[src/rtl/wbs_csr_pkg.sv]
package wbs_csr_pkg;

  // Reply that finishes the pending access: write-accepted for writes,
  // read-data-valid for reads.
  function automatic logic pick_reply(input logic is_write,
                                      input logic wack,
                                      input logic rvalid);
    return is_write ? wack : rvalid;
  endfunction

  // Normalise the reset pin to an active-high condition.
  function automatic logic rst_asserted(input bit pol_high, input logic rst);
    return pol_high ? rst : ~rst;
  endfunction

  // A new request is taken when the bus offers one and we are not stalling.
  function automatic logic take_request(input logic cyc, input logic stb,
                                        input logic stall);
    return cyc & stb & ~stall;
  endfunction

endpackage

[src/rtl/wbs_csr_accept.sv]
module wbs_csr_accept
  import wbs_csr_pkg::*;
(
  input  logic cyc_i,
  input  logic stb_i,
  input  logic busy_i,
  input  logic wr_cycle_i,
  input  logic wack_i,
  input  logic rvalid_i,
  output logic reply_o,
  output logic stall_o,
  output logic accept_o
);

  always_comb begin
    reply_o  = busy_i & pick_reply(wr_cycle_i, wack_i, rvalid_i);
    stall_o  = busy_i & ~reply_o;
    accept_o = take_request(cyc_i, stb_i, stall_o);
  end

endmodule

[src/rtl/wbs_csr_track.sv]
module wbs_csr_track #(
  parameter int AW = 8,
  parameter int DW = 32
) (
  input  logic          clk_i,
  input  logic          rst_act_i,
  input  logic          cyc_i,
  input  logic          accept_i,
  input  logic          reply_i,
  input  logic          we_i,
  input  logic [AW-1:0] adr_i,
  input  logic [DW-1:0] dat_i,
  output logic          busy_o,
  output logic          issue_o,
  output logic          wr_cycle_o,
  output logic [AW-1:0] adr_o,
  output logic [DW-1:0] dat_o
);

  always_ff @(posedge clk_i) begin
    if (rst_act_i) begin
      busy_o     <= 1'b0;
      issue_o    <= 1'b0;
      wr_cycle_o <= 1'b0;
      adr_o      <= '0;
      dat_o      <= '0;
    end else if (!cyc_i) begin
      busy_o  <= 1'b0;
      issue_o <= 1'b0;
    end else begin
      busy_o  <= accept_i | (busy_o & ~reply_i);
      issue_o <= accept_i;
      if (accept_i) begin
        wr_cycle_o <= we_i;
        adr_o      <= adr_i;
        dat_o      <= dat_i;
      end
    end
  end

endmodule

[src/rtl/wbs_csr_resp.sv]
module wbs_csr_resp #(
  parameter int DW = 32
) (
  input  logic          clk_i,
  input  logic          rst_act_i,
  input  logic          cyc_i,
  input  logic          reply_i,
  input  logic          wr_cycle_i,
  input  logic [DW-1:0] rdat_i,
  output logic          ack_o,
  output logic [DW-1:0] dat_o
);

  always_ff @(posedge clk_i) begin
    if (rst_act_i) begin
      ack_o <= 1'b0;
      dat_o <= '0;
    end else begin
      ack_o <= reply_i & cyc_i;
      if (reply_i && !wr_cycle_i) dat_o <= rdat_i;
    end
  end

endmodule

[src/rtl/wbs_csr_front.sv]
module wbs_csr_front
  import wbs_csr_pkg::*;
#(
  parameter int AW       = 8,
  parameter int DW       = 32,
  parameter bit RST_HIGH = 1'b1
) (
  input  logic          clk_i,
  input  logic          rst_i,
  input  logic          wb_cyc_i,
  input  logic          wb_stb_i,
  input  logic          wb_we_i,
  input  logic [AW-1:0] wb_adr_i,
  input  logic [DW-1:0] wb_dat_i,
  output logic [DW-1:0] wb_dat_o,
  output logic          wb_ack_o,
  output logic          wb_stall_o,
  output logic          bank_rd_en_o,
  output logic          bank_wr_en_o,
  output logic [AW-1:0] bank_adr_o,
  output logic [DW-1:0] bank_wdat_o,
  input  logic [DW-1:0] bank_rdat_i,
  input  logic          bank_rvalid_i,
  input  logic          bank_wack_i
);

  // Named internal events, visible to the bound checker.
  logic rst_act;
  logic busy_w;
  logic issue_w;
  logic rd_cycle_w;
  logic wr_cycle_w;
  logic reply_w;
  logic accept_w;

  assign rst_act = rst_asserted(RST_HIGH, rst_i);

  wbs_csr_accept u_accept (
    .cyc_i      (wb_cyc_i),
    .stb_i      (wb_stb_i),
    .busy_i     (busy_w),
    .wr_cycle_i (wr_cycle_w),
    .wack_i     (bank_wack_i),
    .rvalid_i   (bank_rvalid_i),
    .reply_o    (reply_w),
    .stall_o    (wb_stall_o),
    .accept_o   (accept_w)
  );

  wbs_csr_track #(.AW(AW), .DW(DW)) u_track (
    .clk_i      (clk_i),
    .rst_act_i  (rst_act),
    .cyc_i      (wb_cyc_i),
    .accept_i   (accept_w),
    .reply_i    (reply_w),
    .we_i       (wb_we_i),
    .adr_i      (wb_adr_i),
    .dat_i      (wb_dat_i),
    .busy_o     (busy_w),
    .issue_o    (issue_w),
    .wr_cycle_o (wr_cycle_w),
    .adr_o      (bank_adr_o),
    .dat_o      (bank_wdat_o)
  );

  wbs_csr_resp #(.DW(DW)) u_resp (
    .clk_i      (clk_i),
    .rst_act_i  (rst_act),
    .cyc_i      (wb_cyc_i),
    .reply_i    (reply_w),
    .wr_cycle_i (wr_cycle_w),
    .rdat_i     (bank_rdat_i),
    .ack_o      (wb_ack_o),
    .dat_o      (wb_dat_o)
  );

  assign rd_cycle_w   = ~wr_cycle_w;
  assign bank_wr_en_o = issue_w & wr_cycle_w;
  assign bank_rd_en_o = issue_w & rd_cycle_w;

endmodule

[config.mk]
export PLATFORM = sky130hd
export DESIGN_NAME = wbs_csr_front
export DESIGN_NICKNAME = d
export VERILOG_FILES = /design/src/rtl/wbs_csr_pkg.sv /design/src/rtl/wbs_csr_accept.sv /design/src/rtl/wbs_csr_track.sv /design/src/rtl/wbs_csr_resp.sv /design/src/rtl/wbs_csr_front.sv
export SDC_FILE = /design/constraint.sdc
export NUM_CORES = 1
export LEC_CHECK = 0
export BUFFER_PORTS_ARGS = -buffer_cell sky130_fd_sc_hd__buf_2
export CAP_MARGIN = 40
export CORE_MARGIN = 5
export CORE_UTILIZATION = 48
export DETAILED_ROUTE_END_ITERATION = 12
export PLACE_DENSITY = 0.82
export SYNTH_ARGS = -nofsm -noshare
export SYNTH_HDL_FRONTEND = slang
export SYNTH_HIERARCHICAL = 1
export SYNTH_SLANG_ARGS = --single-unit
[constraint.sdc]
create_clock -name clk_i -period 1.7 [get_ports clk_i]
set_input_delay 0.34 -clock clk_i [delete_from_list [all_inputs] [get_ports clk_i]]
set_output_delay 0.34 -clock clk_i [all_outputs]
set_load 0.05 [all_outputs]
==> results.py, run 1 <==
metrics = {
    "place": {
        "portBuffers": 154,
        "hpwl_um": 5920,
        "dpl.cell_count": 573,
        "globalplace.congestion": 0.767,
    },
    "critical_path": {
        "required_ns": 1.36,
        "critical_path_class": "flip-flop to output port",
        "worstPathMaxFanout": 36,
        "crit-reg2reg-launch": "u_track/wr_cycle_o$_SDFFE_PP0P_",
        "start_kind": "flip-flop",
        "end_kind": "output port",
        "startpoint": "u_track/wr_cycle_o$_SDFFE_PP0P_",
        "arrival_ns": 1.33,
    },
    "finish": {
        "area_growth_pct": 29.9,
        "final_cells": 590,
        "final_nets": 565,
        "diodes": 0,
        "layout-drive-gt1-share_pct": 48.5,
        "fill_cells": 618,
    },
    "clock_network": {
        "cts_tree": "done",
        "hold_buffers": 0,
        "clk_path_buf_depth": 2,
        "clock-sinks": 76,
        "cts_made_buffers": 9,
        "cts.htree.levels": 3,
        "clk_pin_slew_worst_paths_ns": 0.08,
        "cts_root_buffer": "clkbuf_8",
        "worstSkewPairLatency_ns": 0.33,
    },
    "drt": {
        "dr.pass1.iters": 4,
        "via_per_inst": 5.20,
        "ant_nets": 0,
        "wire_per_inst_um": 14.7,
        "vias": 3067,
        "finalWirelength_um": 8680,
        "drtIter0Drc": 61,
        "drc": 0,
    },
    "die": {
        "rows": 31,
        "fp.dieH_um": 96.1,
        "die_x_um": 96.1,
        "start_util_pct": 49.3,
        "io_pins": 155,
        "coreArea_sq_um": 7210,
        "dieArea_sq_um": 9230,
    },
    "pwr": {
        "power_density_nw_per_um2": 853,
        "p_leak_nw": 2.04,
        "ir_worst_vdd_uv": 452,
    },
    "global_route": {
        "grt_first_pass_wirelength_um": 13500,
        "grt_pass1_vias": 3017,
        "grt_max_degree": 86,
        "grtUsageTotal_pct": 18.6,
        "antenna_found_initial": 0,
        "grt_overflow_total": 0,
    },
    "sta": {
        "skew_ns": 0.00665,
        "fmax_mhz": 598,
        "layout_min_cycle_time_ns": 1.67,
        "slew_violations": 0,
        "slew_headroom_pct": 77.6,
        "finalHoldViolCount": 0,
        "finalCritPeriodShare_pct": 98.3,
        "tightest_slew_ns": 0.336,
        "rsz0062_at_grt": "yes",
        "tns_ns": 0,
        "finalSetupViolations": 0,
    },
    "yosys": {
        "yosys.area_share.xor_xnor_pct": 0,
        "synth-warning-count": 6,
        "synth_simple_gate_area_share_pct": 23.3,
        "synthDistinctLibCells": 25,
        "syn_inst": 348,
        "syn_nets": 427,
        "netlist_area_sq_um": 3560,
        "synth_top_family_by_area": "compound AO/OA/AOI/OAI gates",
        "synth_fa_ha_area_share_pct": 0,
        "synth_seq_cells": 76,
        "synth_compound_gate_area_share_pct": 26.5,
        "ys_seq_area_share_pct": 42.8,
        "avgSynthCellArea_sq_um": 10.2,
        "yosys-mux-area-fraction_pct": 0.281,
    },
    "job": {
        "max_cap_viol_count": 0,
    },
    "outcome": {
        "status": "finished clean",
    },
    "hold_path": {
        "hold_path.class": "primary input to flip-flop",
        "min-delay-start": "wb_adr_i[6]",
    },
}
==> Yosys cell counts <==
cell type  count  share of area [%]
nor2b_1        2               0.35
buf_4          7                1.5
and2b_4        1               0.28
a21bo_2       10                2.8
nand2_1        2               0.21
nor2_1         1               0.11
nand4bb_1     32                 10
o211a_1        1               0.28
o21ai_1        2               0.28
o21ai_2       30                7.4
a21bo_1       31                8.7
a21oi_2       10                2.5
buf_2         15                2.1
and2_1         1               0.18
dfxtp_1       76                 43
and2b_2        1               0.25
nand2b_1      32                5.6
clkbuf_1       9               0.95
a21oi_1       32                4.5
and3_1         1               0.18
mux2i_1        1               0.28
buf_6          8                2.5
nand3_1       41                5.8
inv_1          1               0.11
and2_2         1               0.21
==> cell usage in the layout, fill, tap and decap left out <==
cell	instances
buf_2	153
dfxtp_1	75
nand3_1	41
nand2b_1	32
nand4bb_1	32
a21bo_1	31
a21oi_1	31
o21ai_2	30
clkbuf_8	10
a21oi_2	10
a21bo_2	10
buf_4	6
buf_12	6
bufinv_16	2
clkinvlp_4	2
nand2_1	2
o21ai_1	2
and2_2	1
and2b_2	1
inv_6	1
clkbuf_1	1
buf_8	1
mux2i_1	1
and2_4	1
a21oi_4	1
nor2b_2	1
and2b_4	1
nor2_1	1
nor2b_1	1
inv_1	1
o211a_1	1
and3_1	1
dfxtp_4	1
==> through the flow <==
stage / hold WS [ns] / worst slack [ns] / util (%) / instance area (sq um) / power [mW]
CTS: 0.220 / 0.00000744 / 63.9 / 4610 / 4.00
global route: 0.226 / -0.0376 / 64.0 / 4620 / 4.11
finish: 0.240 / 0.0287 / 64.0 / 4620 / 3.94
detailed placement: 0.453 / 0.218 / 60.4 / 4360 / 2.46
global placement: 0.449 / 0.237 / 60.4 / 4360 / 2.45
floorplan: 0.454 / 0.239 / - / 3560 / 2.28
==> routing by layer <==
layer | GRT usage [%] | part of all wire, % | wire [um]
met1 | 22.0 | 42 | 3650
met2 | 30.5 | 47 | 4080
met3 | 6.49 | 9.4 | 812
met4 | 7.82 | 1.6 | 136
met5 | 0 | 0 | 0
==> report_power, final <==
| group | switching, mW | internal, mW |
|---|---|---|
| registers | 0.0232 | 1.82 |
| logic | 0.355 | 0.218 |
| clock network | 0.650 | 0.873 |
==> layout make-up <==
| type | count | area (sq um) | share of cell area (%) |
|---|---|---|---|
| clock buffer | 11 | 141 | 3.06 |
| clock inverter | 5 | 83.8 | 1.81 |
| inverter | 1 | 3.75 | 0.0813 |
| multi-input combinational | 232 | 1800 | 38.9 |
| sequential | 76 | 1530 | 33.0 |
| tap | 99 | 124 | 2.68 |
| timing repair buffer | 166 | 946 | 20.5 |
==> flip-flops by register name, indices dropped and copies added (netlist names) <==
name                cells
u_resp/ack_o            1
u_track/issue_o         1
u_track/dat_o          32
u_track/busy_o          1
u_track/wr_cycle_o      1
u_track/adr_o           8
u_resp/dat_o           32
==> cells by family (layout without fill, tap and decap cells) <==
group | count (synthesis) | count (layout)
flops | 76 | 76
mux | 1 | 1
simple gates | 115 | 115
buf+inv | 40 | 183
compound gates | 116 | 116
==> worst paths after layout <==
kind                                    end  slack [ns]  cells after the start
max                            bank_rd_en_o        0.03                      3
max reg2reg  u_track/dat_o[15]$_SDFFE_PP0P_        0.14                      7
min           u_track/adr_o[6]$_SDFFE_PP0P_        0.24                      3
min reg2reg   u_resp/dat_o[31]$_SDFFE_PP0P_        0.46                      2
==> worst max-delay path, stage by stage, from the launching register on <==
cell and delay (ns):
dfxtp_4 0.37, buf_12 0.16, and2b_2 0.21, buf_2 0.25
==> repair_timing <==
item                                    4_1_cts  5_1_grt
setup buffers                                 1        0
resized for setup                             6        3
endpoints found under the setup margin        3        3
(Power assumes the default switching activity.)
==> run 2, diff against run 1 <==
Settings changed: CORE_ASPECT_RATIO from default to 0.8.
==> run 2 against run 1 <==
Clock skew barely moved. Final cell count fell by 1.4%. Core utilization fell by 0.45 points. Fmax rose by 2.2%. Combinational power rose by 1%. Power rose by 0.41%. Design area rose by 0.79%. Sequential power barely moved. Setup slack improved by 0.037 ns. Critical path type unchanged.
==> results.py, run 2 (synthesized netlist as in run 1, its figures left out) <==
metrics = {
    "clock_network": {
        "cts_made_buffers": 9,
        "hold_buffers": 0,
        "cts.htree.levels": 3,
        "clk_pin_slew_worst_paths_ns": 0.07,
        "cts_tree": "done",
        "clock-sinks": 76,
        "cts_root_buffer": "clkbuf_8",
        "worstSkewPairLatency_ns": 0.34,
        "clk_path_buf_depth": 2,
    },
    "global_route": {
        "grtUsageTotal_pct": 18.6,
        "grt_pass1_vias": 2976,
        "grt_first_pass_wirelength_um": 14100,
        "antenna_found_initial": 0,
        "grt_max_degree": 86,
        "grt_overflow_total": 0,
    },
    "place": {
        "portBuffers": 154,
        "globalplace.congestion": 0.784,
        "placed_area_sq_um": 4350,
        "dpl.cell_count": 565,
        "hpwl_um": 5860,
    },
    "die": {
        "die_x_um": 106,
        "io_pins": 155,
        "coreArea_sq_um": 7320,
        "dieArea_sq_um": 9240,
        "rows": 28,
        "start_util_pct": 48.6,
        "fp.dieH_um": 87.0,
    },
    "critical_path": {
        "end_kind": "output port",
        "max_stage_delay_ns": 0.41,
        "start_kind": "flip-flop",
        "cp_top_family": "flip-flops",
        "slowest_stage": "dfxtp_4",
        "required_ns": 1.36,
        "crit_chain": "mux2i_4, and2_1, buf_6",
        "arrival_ns": 1.29,
        "worstPathMaxFanout": 3,
        "crit_buf_inv": 1,
        "critical_path_class": "flip-flop to output port",
    },
    "finish": {
        "seqCellArea_sq_um": 1530,
        "layout-drive-gt1-share_pct": 48.8,
        "final_nets": 567,
        "stdcell_area_sq_um": 4660,
        "final_common_cell": "buf_2",
        "fin_util_pct": 63.6,
        "diodes": 0,
        "area_growth_pct": 30.9,
        "top_regs": "u_resp/dat_o: 32 flops, u_track/dat_o: 32 flops, u_track/adr_o: 8 flops",
        "most-common-layout-cells": "buf_2, dfxtp_1, nand3_1",
        "fill_cells": 596,
        "final_cells": 582,
        "multi_input_area_sq_um": 1810,
    },
    "sta": {
        "slew_headroom_pct": 76.2,
        "slew_violations": 0,
        "rsz0062_at_grt": "no",
        "skew_ns": 0.00624,
        "tightest_slew_ns": 0.358,
        "finalSetupViolations": 0,
        "hold_ws_ns": 0.243,
        "finalCritPeriodShare_pct": 96.2,
        "layout_min_cycle_time_ns": 1.63,
        "finalHoldViolCount": 0,
        "tns_ns": 0,
        "fmax_mhz": 612,
    },
    "pwr": {
        "power_density_nw_per_um2": 850,
        "ir_worst_vdd_uv": 494,
        "p_leak_nw": 2.07,
    },
    "drt": {
        "drc": 0,
        "vias": 3103,
        "ant_nets": 0,
        "drtIter0Drc": 108,
        "finalWirelength_um": 8760,
        "via_per_inst": 5.33,
        "dr.pass1.iters": 4,
        "wire_per_inst_um": 15.1,
    },
    "hold_path": {
        "hold_path.class": "primary input to flip-flop",
    },
    "job": {
        "max_cap_viol_count": 0,
    },
    "outcome": {
        "status": "finished clean",
    },
}
==> run 2: path summary, 6_finish.rpt <==
path	from	to	slack, ns	cells past startpoint
setup / recovery	u_track/wr_cycle_o$_SDFFE_PP0P_	wb_stall_o	0.07	3
hold / removal	wb_we_i	u_track/wr_cycle_o$_SDFFE_PP0P_	0.24	3
setup reg to reg	u_track/wr_cycle_o$_SDFFE_PP0P_	u_track/adr_o[3]$_SDFFE_PP0P_	0.17	6
hold reg to reg	u_resp/dat_o[28]$_SDFFE_PP0P_	u_resp/dat_o[28]$_SDFFE_PP0P_	0.46	2
==> run 2: routing by layer <==
metal / up-vias / track usage (%) / share of wire [%]
met5: - / 0 / 0
met1: 1450 / 23.3 / 44
li1: 1531 / - / -
met4: 0 / 6.59 / 1.5
met2: 105 / 30.1 / 47
met3: 17 / 6.45 / 8.2
==> run 2: layout make-up <==
class | instances | share of cell area (%)
tap | 90 | 2.42
multi-input combinational | 232 | 38.8
timing repair buffer | 168 | 21.2
clock inverter | 4 | 1.56
sequential | 76 | 32.8
clock buffer | 11 | 3.25
inverter | 1 | 0.0806
==> run 2: report_power, final <==
group          total, mW  switching, mW  internal, mW
Sequential          1.85         0.0244          1.82
Combinational      0.581          0.356         0.225
Clock               1.53          0.633         0.897
Total               3.96           1.01          2.95
==> run 2: what timing repair did <==
action / CTS / global route
resized for setup: 8 / 3
pin swaps: 0 / 0
endpoints found under the setup margin: 3 / 2
cloned: 1 / 0
buffers inserted: 1 / 0
==> run 2: per-stage QoR <==
| stage | power, mW | setup WS, ns |
|---|---|---|
| floorplan | 2.28 | 0.239 |
| global placement | 2.45 | 0.157 |
| detailed placement | 2.46 | 0.102 |
| CTS | 4.01 | 0.0132 |
| global route | 4.13 | 0.00935 |
| finish | 3.96 | 0.0653 |
==> run 2: worst register-to-register path: cells and delay by family, from the launching register on <==
family	cells	cell delay, ns
AO/OA/AOI/OAI	3	0.42
buffers and inverters	2	0.40
flip-flops	1	0.38
multiplexers	1	0.19
==> run 3, diff against run 2 <==
Settings changed: BUFFER_PORTS_ARGS -buffer_cell sky130_fd_sc_hd__buf_2 to default, CORE_UTILIZATION 48 to 63, DONT_BUFFER_PORTS from default to 1, PLACE_DENSITY 0.82 to default, PLACE_DENSITY_LB_ADDON from default to 0.2.
==> run 3 against run 2 <==
Flip-flop and latch count unchanged. Routed wire length is 11% lower. Non-clock buffer count down 149. Die area decreased by 21%. Register-to-register slack gained 0.02 ns. Combinational power fell by 56%. Final cell count fell by 27%. Sequential power is 7% higher. Design area fell by 17%. Power fell by 1.0%. Via count down 19%. First-iteration DRC count grew 36%. Critical path type unchanged.
==> results.py, run 3 (synthesized netlist as in run 1, its figures left out) <==
metrics = {
    "outcome": {
        "status": "finished clean",
    },
    "sta": {
        "slew_headroom_pct": 64.0,
        "finalHoldViolCount": 0,
        "rsz0062_at_grt": "no",
        "tightest_slew_ns": 0.539,
        "slew_violations": 0,
        "layout_min_cycle_time_ns": 1.62,
        "fmax_mhz": 617,
        "skew_ns": 0.00983,
        "finalSetupViolations": 0,
        "tns_ns": 0,
        "finalCritPeriodShare_pct": 95.3,
    },
    "finish": {
        "layout-drive-gt1-share_pct": 26.5,
        "final_common_cell": "dfxtp_1",
        "final_cells": 422,
        "final_nets": 418,
        "area_growth_pct": 9.18,
        "top_regs": "u_resp/dat_o: 32 flops, u_track/dat_o: 32 flops, u_track/adr_o: 8 flops",
        "diodes": 0,
        "most-common-layout-cells": "dfxtp_1, nand3_1, nand2b_1, nand4bb_1",
    },
    "drt": {
        "vias": 2518,
        "drtIter0Drc": 147,
        "finalWirelength_um": 7790,
        "dr.pass1.iters": 4,
        "drc": 0,
        "ant_nets": 0,
        "wire_per_inst_um": 18.5,
        "via_per_inst": 5.97,
    },
    "critical_path": {
        "rr_endpoint": "u_track/dat_o[31]$_SDFFE_PP0P_",
        "r2r_slack_ns": 0.19,
        "required_ns": 1.36,
        "worstPathMaxFanout": 2,
        "end_kind": "output port",
        "start_kind": "flip-flop",
        "crit-reg2reg-launch": "u_track/wr_cycle_o$_SDFFE_PP0P_",
        "critical_path_class": "flip-flop to output port",
        "startpoint": "u_track/wr_cycle_o$_SDFFE_PP0P_",
        "endpoint": "wb_stall_o",
        "arrival_ns": 1.28,
        "ff2ff_path_depth": 6,
    },
    "clock_network": {
        "cts_made_buffers": 9,
        "clock-sinks": 76,
        "cts_root_buffer": "clkbuf_8",
        "clk_path_buf_depth": 2,
        "clk_pin_slew_worst_paths_ns": 0.08,
        "cts.htree.levels": 3,
        "worstSkewPairLatency_ns": 0.34,
        "cts_tree": "done",
    },
    "job": {
        "max_cap_viol_count": 0,
    },
    "place": {
        "dpl.cell_count": 405,
        "hpwl_um": 5020,
        "portBuffers": 0,
        "globalplace.congestion": 0.732,
    },
    "die": {
        "die_x_um": 94.0,
        "coreArea_sq_um": 5470,
        "rows": 24,
        "io_pins": 155,
        "dieArea_sq_um": 7260,
        "fp.dieH_um": 77.2,
        "start_util_pct": 65.1,
    },
    "global_route": {
        "antenna_found_initial": 0,
        "grt_first_pass_wirelength_um": 12500,
        "grtUsageTotal_pct": 21.5,
        "grt_pass1_vias": 2440,
        "grt_overflow_total": 0,
        "grt_max_degree": 108,
    },
    "pwr": {
        "p_leak_nw": 1.37,
        "power_density_nw_per_um2": 1010,
        "ir_worst_vdd_uv": 555,
    },
    "hold_path": {
        "hold_path.class": "primary input to flip-flop",
    },
}
-- run 3: worst min path at each step --
stage	start	end	slack [ns]	cells past startpoint
5_1_grt	rst_i	u_track/dat_o[19]$_SDFFE_PP0P_	0.04	1
3_3_place_gp	rst_i	u_track/adr_o[6]$_SDFFE_PP0P_	0.42	1
2_1_floorplan	wb_cyc_i	u_resp/ack_o$_SDFF_PP0_	0.45	2
6_report	rst_i	u_track/adr_o[5]$_SDFFE_PP0P_	0.08	1
3_5_place_dp	rst_i	u_track/adr_o[5]$_SDFFE_PP0P_	0.42	1
4_1_cts	rst_i	u_track/dat_o[22]$_SDFFE_PP0P_	0.05	1
-- run 3: per-layer routing --
| metal | wire [um] | share of wire (%) | up-vias | global-route usage [%] |
|---|---|---|---|---|
| met1 | 3200 | 41 | 1180 | 26.4 |
| met5 | 0 | 0 | - | 0 |
| met4 | 83 | 1.1 | 0 | 6.06 |
| met3 | 897 | 12 | 10 | 10.8 |
| li1 | - | - | 1228 | - |
| met2 | 3620 | 46 | 100 | 33.1 |
-- run 3: layout make-up --
class	instances	area, sq um
Tap cell	78	97.6
Sequential cell	76	1520
Clock inverter	4	95.1
Fill cell	439	1580
Clock buffer	12	155
Multi-Input combinational cell	232	1810
Timing Repair Buffer	19	200
Inverter	1	3.75
-- run 3: power breakdown --
| group | internal, mW | leakage [nW] | switching [mW] |
|---|---|---|---|
| registers | 1.83 | 0.616 | 0.152 |
| logic | 0.126 | 0.628 | 0.127 |
| clock network | 1.05 | 0.127 | 0.634 |
-- run 3: timing repair --
item,in CTS,in global routing
hold buffers,0,0
hold endpoints to repair,0,0
gates resized for setup,7,0
buffers inserted,1,0
endpoints found under the setup margin,3,0
-- run 3: through the flow --
step                      hold slack, ns  utilization, %  power, mW  area (sq um)  setup WS, ns
final                             0.0826            71.0       3.92          3880        0.0800
after global routing              0.0359            71.0       4.06          3880        0.0179
after CTS                         0.0473            71.0       3.95          3880        0.0630
after detailed placement           0.420            65.9       2.27          3600         0.164
after global placement             0.419            65.9       2.26          3600         0.250
after floorplan                    0.454               -       2.28          3560         0.239
-- run 3: worst max-delay path, stage by stage, from the launching register on --
cell,delay [ns]
dfxtp_2,0.38
mux2i_4,0.23
and2_1,0.19
buf_12,0.15
